**config.mk**
```make
export PLATFORM = sky130hd
export DESIGN_NAME = gpio_cause_ctrl
export DESIGN_NICKNAME = d
export VERILOG_FILES = /design/src/rtl/gic_pkg.sv /design/src/rtl/gic_sync.sv /design/src/rtl/gic_edge.sv /design/src/rtl/gic_group.sv /design/src/rtl/gpio_cause_ctrl.sv
export SDC_FILE = /design/constraint.sdc
export NUM_CORES = 1
export LEC_CHECK = 0
export ABC_CLOCK_PERIOD_IN_PS = 4600
export BUFFER_PORTS_ARGS = -buffer_cell sky130_fd_sc_hd__buf_2
export CAP_MARGIN = 20
export CORE_UTILIZATION = 38
export DETAILED_ROUTE_END_ITERATION = 8
export HOLD_SLACK_MARGIN = 0.03
export MAX_ROUTING_LAYER = met4
export PLACE_DENSITY_LB_ADDON = 0.2
export SLEW_MARGIN = 30
export SYNTH_ARGS = -nofsm -noshare
export SYNTH_HDL_FRONTEND = slang
export SYNTH_SLANG_ARGS = --single-unit
```
**constraint.sdc**
```tcl
create_clock -name clk -period 4.6 [get_ports clk]
set_clock_uncertainty 0.05 [all_clocks]
set_input_delay 1.38 -clock clk [delete_from_list [all_inputs] [get_ports clk]]
set_output_delay 1.38 -clock clk [all_outputs]
set_load 0.005 [all_outputs]
```
**src/rtl/gic_pkg.sv**
```systemverilog
package gic_pkg;
  localparam int unsigned ADDR_W   = 12;
  localparam int unsigned DATA_W   = 32;
  localparam logic [ADDR_W-1:0] OFS_POL  = 12'h10C;
  localparam logic [ADDR_W-1:0] OFS_DIN  = 12'h110;
  localparam logic [ADDR_W-1:0] OFS_ECS  = 12'h114;
  localparam logic [ADDR_W-1:0] OFS_EMSK = 12'h118;
  localparam logic [ADDR_W-1:0] OFS_LMSK = 12'h11C;
endpackage

```
**src/rtl/gic_sync.sv**
```systemverilog
module gic_sync #(
  parameter int unsigned W = 32
) (
  input  logic         clk,
  input  logic         rst,
  input  logic [W-1:0] d_i,
  output logic [W-1:0] q_o
);
  logic [W-1:0] meta_q;

  always_ff @(posedge clk) begin
    if (rst) begin
      meta_q <= '0;
      q_o    <= '0;
    end else begin
      meta_q <= d_i;
      q_o    <= meta_q;
    end
  end
endmodule

```
**src/rtl/gic_edge.sv**
```systemverilog
module gic_edge #(
  parameter int unsigned W = 32
) (
  input  logic         clk,
  input  logic         rst,
  input  logic [W-1:0] raw_i,
  input  logic [W-1:0] pol_i,
  input  logic         clr_we_i,
  input  logic [W-1:0] clr_data_i,
  output logic [W-1:0] din_o,
  output logic [W-1:0] cause_o
);
  logic [W-1:0] raw_prev_q;
  logic [W-1:0] hit;

  // The previous sample is kept raw and re-inverted with the current
  // polarity, so a polarity change alone never looks like a transition.
  assign din_o = raw_i ^ pol_i;
  assign hit   = din_o & ~(raw_prev_q ^ pol_i);

  always_ff @(posedge clk) begin
    if (rst) begin
      raw_prev_q <= '0;
      cause_o    <= '0;
    end else begin
      raw_prev_q <= raw_i;
      cause_o    <= (clr_we_i ? (cause_o & clr_data_i) : cause_o) | hit;
    end
  end

  // only a bit whose synchronized line changed may report a hit
  always_comb begin
    if (!rst) a_r7_no_pol_edge: assert ((hit & ~(raw_i ^ raw_prev_q)) == '0);
  end

  a_r6_edge_wins: assert property (@(posedge clk) disable iff (rst)
    (hit != '0) |=> ((cause_o & $past(hit)) == $past(hit)));

  a_r4_sticky: assert property (@(posedge clk) disable iff (rst)
    !clr_we_i |=> ((cause_o & $past(cause_o)) == $past(cause_o)));

  a_r5_clear: assert property (@(posedge clk) disable iff (rst)
    clr_we_i |=> ((cause_o & ~$past(clr_data_i) & ~$past(hit)) == '0));
endmodule

```
**src/rtl/gic_group.sv**
```systemverilog
module gic_group #(
  parameter int unsigned W = 32,
  parameter int unsigned G = 8
) (
  input  logic           clk,
  input  logic           rst,
  input  logic [W-1:0]   src_i,
  output logic [W/G-1:0] irq_o
);
  localparam int unsigned NG = W / G;

  for (genvar g = 0; g < NG; g++) begin : g_grp
    always_ff @(posedge clk) begin
      if (rst) irq_o[g] <= 1'b0;
      else     irq_o[g] <= |src_i[g*G +: G];
    end
  end

  // a group with no active source is low on the next cycle
  a_r9_quiet_group: assert property (@(posedge clk) disable iff (rst)
    (src_i == '0) |=> (irq_o == '0));
endmodule

```
**src/rtl/gpio_cause_ctrl.sv**
```systemverilog
module gpio_cause_ctrl
  import gic_pkg::*;
#(
  parameter int unsigned LINES = 32,
  parameter int unsigned GRP   = 8
) (
  input  logic                clk,
  input  logic                rst,
  input  logic [LINES-1:0]    line_i,
  input  logic [ADDR_W-1:0]   addr_i,
  input  logic                we_i,
  input  logic [LINES-1:0]    wdata_i,
  output logic [LINES-1:0]    rdata_o,
  output logic [LINES/GRP-1:0] irq_o
);
  localparam int unsigned NGRP = LINES / GRP;

  logic [LINES-1:0] sync_q;
  logic [LINES-1:0] pol_q, lmsk_q, emsk_q;
  logic [LINES-1:0] din, ecause;
  logic [LINES-1:0] rd_next;
  logic             wr_ecs;

  gic_sync #(.W(LINES)) u_sync (
    .clk (clk), .rst (rst), .d_i (line_i), .q_o (sync_q)
  );

  assign wr_ecs = we_i && (addr_i == OFS_ECS);

  gic_edge #(.W(LINES)) u_edge (
    .clk        (clk),
    .rst        (rst),
    .raw_i      (sync_q),
    .pol_i      (pol_q),
    .clr_we_i   (wr_ecs),
    .clr_data_i (wdata_i),
    .din_o      (din),
    .cause_o    (ecause)
  );

  gic_group #(.W(LINES), .G(GRP)) u_grp (
    .clk   (clk),
    .rst   (rst),
    .src_i ((din & lmsk_q) | (ecause & emsk_q)),
    .irq_o (irq_o)
  );

  always_ff @(posedge clk) begin
    if (rst) begin
      pol_q  <= '0;
      lmsk_q <= '0;
      emsk_q <= '0;
    end else if (we_i) begin
      if (addr_i == OFS_POL)  pol_q  <= wdata_i;
      if (addr_i == OFS_LMSK) lmsk_q <= wdata_i;
      if (addr_i == OFS_EMSK) emsk_q <= wdata_i;
    end
  end

  always_comb begin
    case (addr_i)
      OFS_POL:  rd_next = pol_q;
      OFS_DIN:  rd_next = din;
      OFS_ECS:  rd_next = ecause;
      OFS_EMSK: rd_next = emsk_q;
      OFS_LMSK: rd_next = lmsk_q;
      default:  rd_next = '0;
    endcase
  end

  always_ff @(posedge clk) begin
    if (rst) rdata_o <= '0;
    else     rdata_o <= rd_next;
  end

  a_r1_reset_state: assert property (@(posedge clk)
    rst |=> (irq_o == '0 && rdata_o == '0));

  a_r3_masked_off: assert property (@(posedge clk) disable iff (rst)
    (lmsk_q == '0 && emsk_q == '0) |=> (irq_o == '0));

  a_r2_din_read: assert property (@(posedge clk) disable iff (rst)
    (addr_i == OFS_DIN) |=> (rdata_o == $past(sync_q ^ pol_q)));
endmodule

```
==> results_dict.tcl, run 1 <==
set metrics [dict create \
    synth_area_um2 10300 \
    tritoncts "yes" \
    ys_seq_area_frac 0.504 \
    layout_commonest_cell "dfxtp_1" \
    layout-drive-gt1-share 0.215 \
    crit_start "addr_i[9]" \
    ys.flop_type "dfxtp_1" \
    setup.worst_path.class "in2reg" \
    insertedDiodeCount 0 \
    wl_per_cell_um 17.4 \
    outcome "finished, final reports clean" \
    synth_edf_count 0 \
    final-max-slew-violation-count 0 \
    numClockSinks 260 \
    yosys.area.top_type "dfxtp_1" \
    fin_setup_tns_ns 0 \
    fin_crit_sh 0.732 \
    end_kind "register" \
    ys_ff_latch 260 \
    crit_path_start_kind "primary input" \
    cts-root-buf "clkbuf_16" \
    synthTopCellsByArea "dfxtp_1 50%, nand2_1 8.3%, a21oi_1 7.8%" \
    via_per_inst 5.26 \
    reg2regPathDepth 4 \
    leakage_nw 4.57 \
    rsz0062_at_grt "no" \
    dieArea_um2 27800 \
    syn_nets 1144 \
    vias 7968 \
    r2r_start "pol_q[13]" \
    yosys_warnings 0 \
    powerDensity_nw_per_um2 398 \
    hold_violations 0 \
    postCtsSetupRepairBufs 0 \
    area_growth_syn_to_layout_pct 17.4 \
    slew_headroom 0.356 \
    async_reset_ff_frac 0 \
    timing.rr.end "u_grp.irq_o[1]" \
    ctsHoldBuffers 0 \
    nets 1236 \
    drc 0 \
    grt_max_degree 199 \
    fin_crit_ns 3.37 \
    synth_top_cell_area_share 0.504 \
    crit_end "u_edge.cause_o[31]" \
    finalSetupViolCount 0 \
    boundaryPins 115 \
    wirelength_um 26400 \
    cts_resized 0 \
    nFillCells 2497 \
    grt_usage 0.191 \
    syn_avg_cell_area_um2 9.70 \
    io_buffers 114 \
    tightest_slew_ns 0.967 \
    ir_worst_vdd_mv 0.284 \
    ant_nets 0 \
    setup_ws_ns 1.23 \
    reg2reg_slack_ns 3.10 \
    dr.pass1.iters 5 \
    layout_common_cells "260 x dfxtp_1, 227 x nand2_1, 160 x a21oi_1, 113 x buf_2, 96 x nor2b_1" \
    clkSlewWorstSetupHoldPaths_ns 0.06 \
    gp_congestion 0.807 \
    critPathMaxFanout 13 \
    grt_pass1_wl_um 41400 \
    insertion_delay_ns 0.53 \
    fmax_ghz 0.297 \
    synthCells 1065 \
    synth_cell_types 32 \
    hp-class "reg2reg" \
    rows 59 \
    dp_hpwl_um 17200 \
    place_ws_ns 0.686 \
    fp.dieH_um 167 \
    cts_buffers 29 \
    grt-ovfl-total 0 \
    start_util 0.392 \
    drt_iter0_drc 676 \
    htree_levels 1 \
    hold_start "u_sync.meta_q[14]" \
    die_w_um 167 \
    cp.required_ns 4.93 \
    antenna_found_initial 0 \
    grt_pass1_vias 7520 \
    core_area_um2 26400 \
    cap_violations 0 \
    cp.arrival_ns 3.69 \
    clk_path_buf_depth 3 \
]
-- power by group --
part	total, mW	switching [mW]	leakage [nW]	internal (mW)
clock network	2.27	0.915	0.473	1.35
registers	2.34	0.0352	2.11	2.30
logic	0.219	0.124	1.98	0.0952
total	4.82	1.07	4.57	3.75
-- Yosys cell counts (2+ instances only) --
master and instances:
a22oi_1 10, buf_2 22, a221oi_1 11, nor2_1 64
a21oi_1 160, nor2b_1 96, clkbuf_1 38, xor2_1 32
nor4_2 3, a31oi_1 4, mux4_2 32, buf_6 9
and3_1 3, or4b_1 2, nand2_1 227, a22o_1 43
o41ai_2 30, o41ai_1 2, dfxtp_1 260, buf_1 3
or4_1 3
-- worst min-delay path by stage --
stage | to | slack [ns] | cells past startpoint
5_1_grt | u_sync.q_o[17] | 0.40 | 1
2_1_floorplan | u_sync.q_o[0] | 0.36 | 1
3_5_place_dp | u_sync.q_o[13] | 0.37 | 1
6_report | u_sync.q_o[14] | 0.38 | 1
3_3_place_gp | u_sync.q_o[18] | 0.37 | 1
4_1_cts | u_sync.q_o[13] | 0.38 | 1
-- cell type report --
class	count	area, um^2	share of cell area
tap	335	419	0.0346
clock inverter	11	88.8	0.00732
clock buffer	42	865	0.0713
inverter	1	3.75	0.000310
timing repair buffer	134	764	0.0630
multi-input combinational	731	4780	0.394
sequential	260	5200	0.429
-- worst max-delay path, stage by stage --
cell	delay, ns
buf_2	0.09
or4b_1	0.80
or3_2	0.69
buf_4	0.28
o41ai_1	0.33
a21oi_1	0.11
-- flip-flops by register name, summed over array words and instances, names as in the netlist --
signal,cells
u_sync.q_o,32
u_grp.irq_o,4
u_edge.raw_prev_q,32
u_sync.meta_q,32
lmsk_q,32
emsk_q,32
rdata_o,32
pol_q,32
u_edge.cause_o,32
-- layer usage --
layer	global-route usage	vias to the layer above	wire, um
met4	0.0386	0	380
met1	0.259	3847	12400
met5	-	-	0
met3	0.0269	37	1150
li1	-	3886	-
met2	0.304	198	12500
-- cell families (layout without fill, tap and decap cells) --
| kind of cell | count (synthesis) | in the layout | synth area share |
|---|---|---|---|
| muxes | 32 | 32 | 0.0698 |
| buffers and inverters | 74 | 188 | 0.0365 |
| DFF | 260 | 260 | 0.504 |
| xor gates and xnor gates | 32 | 32 | 0.0271 |
| and+or+nand+nor | 407 | 407 | 0.181 |
| AOI/OAI and AO/OA | 260 | 260 | 0.182 |
-- metrics by stage --
step	area, um^2	hold slack [ns]	power (mW)	utilization	std cells
detailed placement	11200	0.370	2.61	0.424	1461
global route	12100	0.399	4.99	0.460	1514
finish	12100	0.384	4.82	0.460	1514
global placement	11200	0.367	2.60	0.424	1461
CTS	12100	0.385	4.88	0.460	1514
floorplan	10300	0.364	2.51	-	1065
No activity file was read; power rests on OpenSTA's default activity.
==> run 2, diff against run 1 <==
- ABC_CLOCK_PERIOD_IN_PS: 4600 -> 3330
- clock period: 4.6 -> 3.33 ns (I/O delays scaled with it)
==> results_dict.tcl, run 2 (synthesis gave the netlist of run 1 again) <==
set metrics [dict create \
    setup.worst_path.class "in2reg" \
    drc 0 \
    powerDensity_nw_per_um2 564 \
    fin_crit_sh 0.811 \
    cp.arrival_ns 3.02 \
    dieArea_um2 27800 \
    wirelength_um 26100 \
    fin_util 0.469 \
    fin_setup_tns_ns 0 \
    multi_input_area_um2 4780 \
    clkSlewWorstSetupHoldPaths_ns 0.06 \
    seqCellArea_um2 5200 \
    hold_violations 0 \
    layout_common_cells "260 x dfxtp_1, 227 x nand2_1, 160 x a21oi_1, 113 x buf_2, 96 x nor2b_1" \
    insertion_delay_ns 0.54 \
    layout-drive-gt1-share 0.223 \
    grt-ovfl-total 0 \
    ant_nets 0 \
    worstPathCellList "buf_2, or4b_1, or3_2, buf_12, o41ai_1, a21oi_1" \
    antenna_found_initial 0 \
    tightest_slew_ns 1.03 \
    grt_pass1_vias 7529 \
    critical_path_buf_inv_count 2 \
    grt_pass1_wl_um 41500 \
    tritoncts "yes" \
    finalPower_mw 6.97 \
    cap_violations 0 \
    io_buffers 114 \
    core_area_um2 26400 \
    ir_worst_vdd_mv 0.367 \
    hp-class "reg2reg" \
    leakage_nw 4.69 \
    crit_family "simple AND/OR/NAND/NOR gates" \
    area_growth_syn_to_layout_pct 19.7 \
    rows 59 \
    slew_headroom 0.315 \
    fin_crit_ns 2.70 \
    postCtsSetupRepairBufs 0 \
    outcome "finished, final reports clean" \
    via_per_inst 5.24 \
    finalSetupViolCount 0 \
    die_w_um 167 \
    dpl_cell_area_um2 11300 \
    fp.dieH_um 167 \
    htree_levels 1 \
    crit_path_start_kind "primary input" \
    cts_buffers 28 \
    end_kind "register" \
    vias 7986 \
    clk_path_buf_depth 3 \
    design_area_um2 12400 \
    drt_iter0_drc 648 \
    boundaryPins 115 \
    cts-root-buf "clkbuf_16" \
    numClockSinks 260 \
    placed_cells_incl_taps 1471 \
    fmax_ghz 0.370 \
    nFillCells 2461 \
    final-max-slew-violation-count 0 \
    layout_commonest_cell "dfxtp_1" \
    cp_slowest_cell "or3_2" \
    cp.required_ns 3.64 \
    gp_congestion 0.820 \
    dr.pass1.iters 5 \
    dp_hpwl_um 17100 \
    grt_usage 0.191 \
    nets 1245 \
    grt_max_degree 202 \
    max_stage_delay_ns 0.64 \
    critPathMaxFanout 16 \
    start_util 0.392 \
    stdcell_count 1525 \
    wl_per_cell_um 17.1 \
    rsz0062_at_grt "no" \
    ctsHoldBuffers 0 \
    cts_resized 0 \
]
-- run 2: changes by cell type in the layout (fill, tap and decap cells not counted), moves of 2 or more --
cell,previous run,this run
buf_12,3,7
buf_4,17,23
bufinv_16,1,5
clkbuf_1,4,2
clkinv_2,7,5
clkinvlp_4,2,0
diode_2,0,2
-- run 2: final timing paths --
kind | depth (start not counted) | to | from | slack [ns]
setup / recovery | 6 | u_edge.cause_o[0] | addr_i[9] | 0.63
setup reg to reg | 4 | u_grp.irq_o[0] | pol_q[5] | 1.82
hold / removal | 1 | u_sync.q_o[13] | u_sync.meta_q[13] | 0.38
hold reg to reg | 1 | u_sync.q_o[13] | u_sync.meta_q[13] | 0.38
-- run 2: report_power, final --
group	leakage (nW)	internal, mW	switching, mW
sequential	2.11	3.18	0.0474
combinational	2.05	0.134	0.172
clock	0.526	2.19	1.24
total	4.69	5.50	1.46
-- run 2: cell type report --
cell class                 instances  area share
timing repair buffer             144      0.0720
clock buffer                      41      0.0705
clock inverter                    11      0.0149
antenna                            2    0.000405
sequential                       260       0.421
inverter                           1    0.000304
tap                              335      0.0339
multi-input combinational        731       0.387
-- run 2: per-layer routing --
layer | global-route usage | part of all wire | vias to the layer above
li1 | - | - | 3903
met3 | 0.0228 | 0.047 | 46
met1 | 0.247 | 0.45 | 3825
met2 | 0.312 | 0.48 | 212
met4 | 0.0556 | 0.021 | 0
met5 | - | 0 | -
-- run 2: stage by stage --
| stage | setup WS (ns) | hold slack (ns) |
|---|---|---|
| after global placement | 0.156 | 0.367 |
| after CTS | 0.678 | 0.386 |
| after floorplan | 0.531 | 0.364 |
| after detailed placement | 0.112 | 0.372 |
| after global routing | 0.589 | 0.404 |
| final | 0.628 | 0.384 |
